<file path="src/rtl/i2c_bclk_pkg.sv">
package i2c_bclk_pkg;

    localparam int NUM_BASE = 4;

    // Lane index of each base inside the divider register and tick vector
    localparam int LANE_FMP = 0;
    localparam int LANE_FM  = 1;
    localparam int LANE_STD = 2;
    localparam int LANE_REC = 3;

    typedef enum logic [1:0] {
        SPD_STD  = 2'd0,
        SPD_FAST = 2'd1,
        SPD_FMP  = 2'd2,
        SPD_REC  = 2'd3
    } speed_e;

    typedef enum logic [1:0] {
        TB_IDLE  = 2'd0,
        TB_COUNT = 2'd1,
        TB_DONE  = 2'd2
    } tbuf_state_e;

    function automatic logic [1:0] speed_to_lane(input logic [1:0] code);
        logic [1:0] lane;
        unique case (speed_e'(code))
            SPD_STD:  lane = 2'(LANE_STD);
            SPD_FAST: lane = 2'(LANE_FM);
            SPD_FMP:  lane = 2'(LANE_FMP);
            SPD_REC:  lane = 2'(LANE_REC);
            default:  lane = 2'(LANE_STD);
        endcase
        return lane;
    endfunction

endpackage

</file>
<file path="src/rtl/i2c_bclk_regs.sv">
module i2c_bclk_regs #(
    parameter int          DATA_W    = 32,
    parameter logic [31:0] RESET_DIV = 32'h6222_0803
) (
    input  logic              clk,
    input  logic              rst,
    input  logic              wr_en,
    input  logic              wr_sel,
    input  logic [DATA_W-1:0] wr_data,
    output logic              mode_en,
    output logic [DATA_W-1:0] div_q,
    output logic              restart
);

    always_ff @(posedge clk) begin
        if (rst) begin
            mode_en <= 1'b0;
            div_q   <= DATA_W'(RESET_DIV);
        end else if (wr_en) begin
            if (wr_sel) begin
                div_q <= wr_data;
            end else begin
                mode_en <= wr_data[0];
            end
        end
    end

    // Every write, to either register, realigns all counters
    assign restart = wr_en;

endmodule

</file>
<file path="src/rtl/i2c_bclk_div.sv">
module i2c_bclk_div #(
    parameter int FIELD_W = 8
) (
    input  logic               clk,
    input  logic               rst,
    input  logic               enable,
    input  logic               restart,
    input  logic [FIELD_W-1:0] field,
    output logic               tick
);

    localparam int CNT_W = FIELD_W - 1;

    logic [CNT_W-1:0] cnt;
    logic [CNT_W-1:0] last;
    logic             hit;

    // The ratio is half the field plus one: the LSB drops out here
    assign last = field[FIELD_W-1:1];
    assign hit  = (cnt == last);

    always_ff @(posedge clk) begin
        if (rst || restart || !enable) begin
            cnt <= '0;
        end else if (hit) begin
            cnt <= '0;
        end else begin
            cnt <= cnt + 1'b1;
        end
    end

    assign tick = enable && hit;

endmodule

</file>
<file path="src/rtl/i2c_bclk_tbuf.sv">
module i2c_bclk_tbuf
    import i2c_bclk_pkg::*;
#(
    parameter int LANES      = 4,
    parameter int TBUF_TICKS = 16
) (
    input  logic             clk,
    input  logic             rst,
    input  logic             start,
    input  logic [1:0]       speed_sel,
    input  logic [LANES-1:0] ticks,
    output logic             done,
    output logic [1:0]       lane_q
);

    localparam int CNT_W = $clog2(TBUF_TICKS + 1);
    localparam logic [CNT_W-1:0] LAST = CNT_W'(TBUF_TICKS - 1);

    tbuf_state_e      state, state_nx;
    logic [CNT_W-1:0] cnt;
    logic             sel_tick;

    assign sel_tick = ticks[lane_q];

    // State register
    always_ff @(posedge clk) begin
        if (rst) begin
            state <= TB_IDLE;
        end else begin
            state <= state_nx;
        end
    end

    // Tick counter and captured lane
    always_ff @(posedge clk) begin
        if (rst) begin
            cnt    <= '0;
            lane_q <= 2'(LANE_STD);
        end else if (start) begin
            cnt    <= '0;
            lane_q <= speed_to_lane(speed_sel);
        end else if (state == TB_COUNT && sel_tick) begin
            cnt <= cnt + 1'b1;
        end
    end

    // Transitions: START, RESTART, EXPIRE, REARM
    always_comb begin
        state_nx = state;
        unique case (state)
            TB_IDLE: begin
                if (start) state_nx = TB_COUNT;
            end
            TB_COUNT: begin
                if (start) begin
                    state_nx = TB_COUNT;
                end else if (sel_tick && cnt == LAST) begin
                    state_nx = TB_DONE;
                end
            end
            TB_DONE: begin
                if (start) state_nx = TB_COUNT;
            end
            default: state_nx = TB_IDLE;
        endcase
    end

    // Outputs
    always_comb begin
        done = 1'b0;
        unique case (state)
            TB_IDLE:  done = 1'b0;
            TB_COUNT: done = 1'b0;
            TB_DONE:  done = 1'b1;
            default:  done = 1'b0;
        endcase
    end

endmodule

</file>
<file path="src/rtl/i2c_baseclk_gen.sv">
module i2c_baseclk_gen
    import i2c_bclk_pkg::*;
#(
    parameter int          FIELD_W    = 8,
    parameter int          TBUF_TICKS = 16,
    parameter logic [31:0] RESET_DIV  = 32'h6222_0803
) (
    input  logic        clk,
    input  logic        rst,
    input  logic        wr_en,
    input  logic        wr_sel,
    input  logic [31:0] wr_data,
    input  logic [1:0]  speed_sel,
    input  logic        tbuf_start,
    output logic        tick_fmp,
    output logic        tick_fm,
    output logic        tick_std,
    output logic        tick_rec,
    output logic        tbuf_done
);

    localparam int DATA_W = FIELD_W * NUM_BASE;

    logic              mode_en;
    logic [DATA_W-1:0] div_q;
    logic              restart;
    logic [NUM_BASE-1:0] base_tick;
    logic [1:0]        tbuf_lane;

    i2c_bclk_regs #(
        .DATA_W   (DATA_W),
        .RESET_DIV(RESET_DIV)
    ) u_regs (
        .clk    (clk),
        .rst    (rst),
        .wr_en  (wr_en),
        .wr_sel (wr_sel),
        .wr_data(wr_data[DATA_W-1:0]),
        .mode_en(mode_en),
        .div_q  (div_q),
        .restart(restart)
    );

    for (genvar g = 0; g < NUM_BASE; g++) begin : g_lane
        i2c_bclk_div #(
            .FIELD_W(FIELD_W)
        ) u_div (
            .clk    (clk),
            .rst    (rst),
            .enable (mode_en),
            .restart(restart),
            .field  (div_q[g*FIELD_W +: FIELD_W]),
            .tick   (base_tick[g])
        );
    end

    i2c_bclk_tbuf #(
        .LANES     (NUM_BASE),
        .TBUF_TICKS(TBUF_TICKS)
    ) u_tbuf (
        .clk      (clk),
        .rst      (rst),
        .start    (tbuf_start),
        .speed_sel(speed_sel),
        .ticks    (base_tick),
        .done     (tbuf_done),
        .lane_q   (tbuf_lane)
    );

    assign tick_fmp = base_tick[LANE_FMP];
    assign tick_fm  = base_tick[LANE_FM];
    assign tick_std = base_tick[LANE_STD];
    assign tick_rec = base_tick[LANE_REC];

endmodule

</file>
<file path="config.mk">
export PLATFORM = sky130hd
export DESIGN_NAME = i2c_baseclk_gen
export DESIGN_NICKNAME = d
export VERILOG_FILES = /design/src/rtl/i2c_bclk_pkg.sv /design/src/rtl/i2c_bclk_regs.sv /design/src/rtl/i2c_bclk_div.sv /design/src/rtl/i2c_bclk_tbuf.sv /design/src/rtl/i2c_baseclk_gen.sv
export SDC_FILE = /design/constraint.sdc
export NUM_CORES = 1
export LEC_CHECK = 0
export ABC_AREA = 1
export CORE_AREA = 2 2 82 84
export DETAILED_ROUTE_END_ITERATION = 12
export DIE_AREA = 0 0 84 86
export PLACE_DENSITY = 0.81
export RECOVER_POWER = 50
export SYNTH_ARGS = -nofsm -noshare
export SYNTH_HDL_FRONTEND = slang
export SYNTH_SLANG_ARGS = --single-unit
</file>
<file path="constraint.sdc">
create_clock -name clk -period 1.4 [get_ports clk]
set_input_delay 0.28 -clock clk [delete_from_list [all_inputs] [get_ports clk]]
set_output_delay 0.28 -clock clk [all_outputs]
set_load 0.01 [all_outputs]
</file>
==> metrics.txt, run 1 <==
Tcrit/Tclk final=120%; Yosys top cell by area=dfxtp_1; DRC=0; final worst setup slack=-0.287 ns; top cell type's share of synthesized area=43.0%; total number of yosys warnings=0; initial antenna violation count=0; slowest stage cell on the critical path=dfxtp_2; top cells by area, synth=dfxtp_1, nand2_1, nor2_1; number of global-route vias before repair=2939; worst slew pin tran=0.296 ns; Routed Wire Length=7730 µm; average cell area after synthesis=7.42 µm²; grt ovf=0; register bit total from synthesis=66; Mapped Cells=414; crit path DAT=1.41 ns; Critical Path End Type=primary output; clock group share of total power=37.8%; final hold vios=0; WL per Instance=12.8 µm; CTS Buffer Depth=2; Leakage=1.86 nW; Worst-Skew Late Latency=0.34 ns; TritonCTS clock tree=built; Syn Nets=462; Post-Place Cells=582; Netlist Area Pre-Place=3070 µm²; fillers=480; Die X=84 µm; TritonRoute pass-1 iters=4; Core ar.=6280 µm²; Iter 0 DRT Violations=115; max-cap violations=0; CP most frequent cell=nor2_2; GRT Overall Usage=20.8%; pin count of the biggest net entering global routing=26; violated checks=negative setup slack; critical path required time=1.12 ns; run status=finished, violations left; Via density=4.95; die area=7220 µm²; CP max FO=2; DPL Wire Length=5010 µm; Area Growth Syn to Fin=44.0%; fmax=0.593 GHz; CP cell instances=xnor2_2 -> nand2_1 -> nor2_2 -> nand2_2 -> nor2_2 -> buf_2; CTS Hold Bufs=0; chip height=86 µm; global-route wire length before repair=12000 µm; fin crit period=1.69 ns; I/O Buffers=40; nets=572; CTS Root Cell=clkbuf_8; H-tree Lvls=3; Post-DRT Antenna Nets=0; share of power burned in registers=48.8%; combinational group share of total power=13.4%; n_diodes=0; Setup CP Type=reg2out; IO Pins=44; final setup fails=14; Worst slew margin=80.1%; Pwr Total=4.09 mW; Fin Clk Skew=0.00480 ns; number of CTS-inserted buffers=9; net switching power=1.01 mW; Cell Count, Final, Fillers Out=605; Clock Pin Slew Worst Setup and Hold Paths=0.06 ns; worst hold path type=reg2reg; RePlAce Congestion=0.850; Storage cell area=1360 µm²; most frequent cells in the layout=nand2_1, buf_4, nor2_1, inv_1, dfxtp_1; most common cell after layout, fill and taps aside=nand2_1; RSZ-0062 raised after global routing=yes; Initial Utilization=48.9%; Power Density=925 nW/µm²; Synth cell types=24; share of post-route cells with drive strength above 1=34.7%; clk sink count=66; Switching Share=24.6%; cell-internal power=3.09 mW; CP startpoint kind=flop; Max rail drop VDD=0.000675 V; total number of vias=2995; CP max stage delay=0.34 ns; final max-slew violation count=0; # rows=29; post-synthesis sequential area ratio=43.0%; multi-input logic area=1700 µm²
[worst paths after layout]
| path | from | endpoint | slack [ns] | cells after the start |
|---|---|---|---|---|
| min reg2reg | u_tbuf.cnt[3]$_SDFFE_PP0P_ | u_tbuf.cnt[3]$_SDFFE_PP0P_ | 0.49 | 2 |
| min | u_tbuf.cnt[3]$_SDFFE_PP0P_ | u_tbuf.cnt[3]$_SDFFE_PP0P_ | 0.49 | 2 |
| max reg2reg | g_lane[1].u_div.cnt[1]$_SDFF_PP0_ | u_tbuf.cnt[0]$_SDFFE_PP0P_ | -0.18 | 9 |
| max | g_lane[1].u_div.cnt[2]$_SDFF_PP0_ | tick_fm | -0.29 | 6 |
[worst max-delay path, delay by kind of cell (launching register included)]
| kind | cells | cell delay (ns) |
|---|---|---|
| xor gates and xnor gates | 1 | 0.15 |
| buffers and inverters | 1 | 0.14 |
| and+or+nand+nor | 4 | 0.44 |
| DFF | 1 | 0.34 |
[logic make-up after synthesis]
family / synth area share, %
xor gates and xnor gates: 7.98
buffers and inverters: 7.70
adders and majority gates: 3.67
DFF: 43.0
and+or+nand+nor: 28.3
AOI/OAI and AO/OA: 9.33
[power groups by stage]
stage / registers, mW / logic (mW) / clock network (mW)
after floorplan: 2.02 / 0.236 / 0
after global placement: 2.03 / 0.478 / 0
after detailed placement: 2.03 / 0.488 / 0
after CTS: 1.99 / 0.509 / 1.57
after global routing: 2.01 / 0.605 / 1.65
final: 2.00 / 0.550 / 1.55
[synthesized netlist by cell type]
| library cell | n |
|---|---|
| buf_6 | 1 |
| xnor2_1 | 14 |
| o21ai_1 | 2 |
| xor2_1 | 14 |
| dfxtp_1 | 66 |
| nor2_1 | 64 |
| nand2_2 | 3 |
| nor3_2 | 1 |
| nor3_1 | 6 |
| o21ai_0 | 27 |
| nand3_1 | 13 |
| o22ai_1 | 1 |
| nand3_4 | 3 |
| nor3b_1 | 3 |
| nand2_1 | 86 |
| inv_1 | 48 |
| nand4_1 | 9 |
| nand3_2 | 2 |
| ha_1 | 9 |
| a21oi_1 | 21 |
| inv_2 | 4 |
| o211ai_1 | 4 |
| clkbuf_1 | 8 |
| nor2_2 | 5 |
[stage by stage]
step / utilization [%] / instance area [µm²] / TNS (ns) / setup slack [ns] / hold slack (ns)
floorplan: - / 3070 / 0 / 0.106 / 0.380
global placement: 63.8 / 4000 / -6.44 / -0.333 / 0.451
detailed placement: 63.8 / 4000 / -7.94 / -0.365 / 0.460
CTS: 68.1 / 4270 / -1.76 / -0.304 / 0.471
global route: 70.5 / 4420 / -3.75 / -0.365 / 0.502
finish: 70.5 / 4420 / -1.96 / -0.287 / 0.486
[metal layers]
metal  track usage (%)  vias up  part of all wire, %
li1                  -     1522                    -
met1              22.9     1386                   41
met2              38.4       73                   52
met3              4.14       14                  4.3
met4              10.3        0                  1.9
met5                 0        -                    0
[sequential cells by signal (all words and copies together), names as in the netlist]
signal and count:
g_lane.u_div.cnt 28, u_regs.div_q 28, u_tbuf.cnt 5, u_tbuf.lane_q 2
u_tbuf.state 2, u_regs.mode_en 1
[area by class of cell]
type                            instances  share of cell area, %
Clock inverter                          3                  0.905
Clock buffer                           12                   3.28
Multi-Input combinational cell        287                   38.3
Timing Repair Buffer                  108                   20.1
Tap cell                               77                   2.18
Sequential cell                        66                   30.8
Inverter                               52                   4.41
[timing repair]
action / in CTS / in global routing
gates resized for setup: 50 / 57
setup buffers: 9 / 4
pin swaps: 19 / 34
endpoints found under the setup margin: 26 / 24
Note: power is estimated with default switching activity, not from simulation.
==> run 2, diff against run 1 <==
ABC_AREA = default   (was 1)
CORE_AREA = 2 2 81 83   (was 2 2 82 84)
CTS_CLUSTER_SIZE = 20   (was default)
DIE_AREA = 0 0 83 85   (was 0 0 84 86)
==> run 2 against run 1 <==
The run still ends with negative setup slack left. Utilization shrank 2.3 points. Setup slack lost 0.24 ns. Maximum frequency shrank 12%. Critical endpoint is now u_tbuf.cnt[2]$_SDFFE_PP0P_.
==> metrics.txt, run 2 <==
run status=finished, violations left; violated checks=negative setup slack; WL per Instance=13.7 µm; register bit total from synthesis=66; Die X=83 µm; GRT Overall Usage=20.8%; TritonCTS clock tree=built; # rows=29; ys async rst share=0%; Clock Pin Slew Worst Setup and Hold Paths=0.07 ns; max-cap violations=0; Post-Place Cells=501; crit path DAT=2.19 ns; final worst setup slack=-0.523 ns; TritonRoute pass-1 iters=4; cell-internal power=3.22 mW; chip height=85 µm; most numerous cell in the Yosys netlist=nand2_1; Iter 0 DRT Violations=147; Switching Share=22.3%; H-tree Lvls=3; Cell Count, Final, Fillers Out=528; final hold vios=0; Netlist Area Pre-Place=2980 µm²; Via density=5.02; CTS Hold Bufs=0; Top FF cell, synth=dfxtp_1; Initial Utilization=48.1%; share of post-route cells with drive strength above 1=28.2%; total number of yosys warnings=0; combinational group share of total power=9.9%; initial antenna violation count=0; CP cell instances=xor2_2 -> or3_4 -> o32a_4 -> buf_4 -> a31oi_4 -> mux2i_1; fin crit period=1.92 ns; DPL Wire Length=4760 µm; Routed Wire Length=7210 µm; CTS Root Cell=clkbuf_8; RSZ-0062 raised after global routing=yes; CP startpoint kind=flop; placed cell area=3800 µm²; critical path required time=1.66 ns; clk sink count=66; Largest delay share family, worst path=compound AO/OA/AOI/OAI gates; Post-DRT Antenna Nets=0; Leakage=1.66 nW; global-route wire length before repair=11800 µm; final max-slew violation count=0; Syn Nets=399; Core ar.=6200 µm²; top cell type's share of synthesized area=44.3%; DRC=0; nets=494; Max rail drop VDD=0.00102 V; Power Density=982 nW/µm²; worst hold path type=in2reg; Critical Path End Type=flop; pin count of the biggest net entering global routing=29; n_diodes=0; slowest stage cell on the critical path=o32a_4; grt ovf=0; EDFF count, synth=0; total number of vias=2650; biggest regs=g_lane.u_div.cnt x28, u_regs.div_q x28, u_tbuf.cnt x5; Yosys top cell by area=dfxtp_1; Worst slew margin=75.7%; number of CTS-inserted buffers=9; Fin Clk Skew=0.0132 ns; average cell area after synthesis=8.49 µm²; most common cell after layout, fill and taps aside=nand2_1; I/O Buffers=40; share of power burned in registers=47.7%; Setup crit start=u_regs.div_q[10]$_SDFFE_PP0P_; RePlAce Congestion=0.804; Setup CP Type=reg2reg; dpl ws=-0.492 ns; fillers=444; CP max FO=4; Mapped Cells=351; Buf/Inv on CP=1; most frequent cells in the layout=nand2_1, buf_4, dfxtp_1, nor2_1, clkdlybuf4s50_1; die area=7060 µm²; Area Growth Syn to Fin=41.8%; clock group share of total power=42.4%; final instance area=4230 µm²; top cells by area, synth=dfxtp_1, xnor2_1, nand2_1; net switching power=927 µW; Worst-Skew Late Latency=0.35 ns; Tcrit/Tclk final=137%; most frequent cells after synthesis=nand2_1, dfxtp_1, nor2_1; IO Pins=44; number of global-route vias before repair=2610; HP Start=wr_data[9]; fmax=0.520 GHz; Synth cell types=33; post-synthesis sequential area ratio=44.3%; final setup fails=11; CTS Buffer Depth=2; FF-to-FF Start=u_regs.div_q[10]$_SDFFE_PP0P_; CP max stage delay=0.40 ns; worst slew pin tran=0.364 ns
[run 2: cell type report]
class | count | area [µm²] | share of cell area, %
Inverter | 9 | 33.8 | 0.799
Clock buffer | 14 | 153 | 3.61
Tap cell | 77 | 96.3 | 2.28
Clock inverter | 2 | 60.1 | 1.42
Timing Repair Buffer | 99 | 831 | 19.7
Multi-Input combinational cell | 261 | 1700 | 40.2
Sequential cell | 66 | 1360 | 32.1
[run 2: power by group through the flow]
stage	sequential (mW)	combinational (mW)	clock [mW]
2_1_floorplan	2.00	0.183	0
3_3_place_gp	2.01	0.366	0
3_5_place_dp	2.01	0.377	0
4_1_cts	1.97	0.398	1.76
5_1_grt	1.99	0.449	1.86
6_report	1.98	0.411	1.76
[run 2: routing by layer]
metal  up-vias  wire length (µm)  GRT usage (%)
li1       1337                 -              -
met1      1249              3170           24.6
met2        53              3570           35.9
met3        11               349           6.61
met4         0               128           6.86
met5         -                 0              0
[run 2: per-stage QoR]
stage	setup TNS, ns	hold WS [ns]	util, %	total power [mW]
final	-4.69	0.467	68.1	4.15
after CTS	-4.64	0.463	66.2	4.14
after detailed placement	-11.49	0.462	61.2	2.39
after global placement	-8.90	0.446	61.2	2.38
after floorplan	-1.74	0.404	-	2.19
after global routing	-5.87	0.486	68.1	4.30
[run 2: tightest hold or removal path, cell delays in order]
cell and delay, ns:
clkdlybuf4s50_1 0.39, nand2_1 0.05, a21oi_1 0.05
[run 2: final timing paths]
path                             endpoint  slack (ns)  depth (start not counted)
max            u_tbuf.cnt[2]$_SDFFE_PP0P_       -0.52                          6
min          u_regs.div_q[9]$_SDFFE_PP0P_        0.47                          3
max reg2reg    u_tbuf.cnt[2]$_SDFFE_PP0P_       -0.52                          6
min reg2reg    u_tbuf.cnt[4]$_SDFFE_PP0P_        0.47                          2
[run 2: cell families (layout without fill, tap and decap cells)]
| family | count (synthesis) | in the layout | synth area share (%) |
|---|---|---|---|
| simple gates | 166 | 166 | 25.7 |
| flops | 66 | 66 | 44.3 |
| xor+xnor | 47 | 47 | 13.8 |
| compound gates | 32 | 32 | 7.01 |
| buf+inv | 24 | 124 | 3.06 |
| fa+ha+maj | 9 | 9 | 3.78 |
| mux | 7 | 7 | 2.35 |
[run 2: timing repair]
action                                 CTS  global route
pin swaps                               20            16
setup endpoints to repair               12            24
endpoints found under the hold margin    0             0
setup buffers                            6             5
resized for setup                       40            25
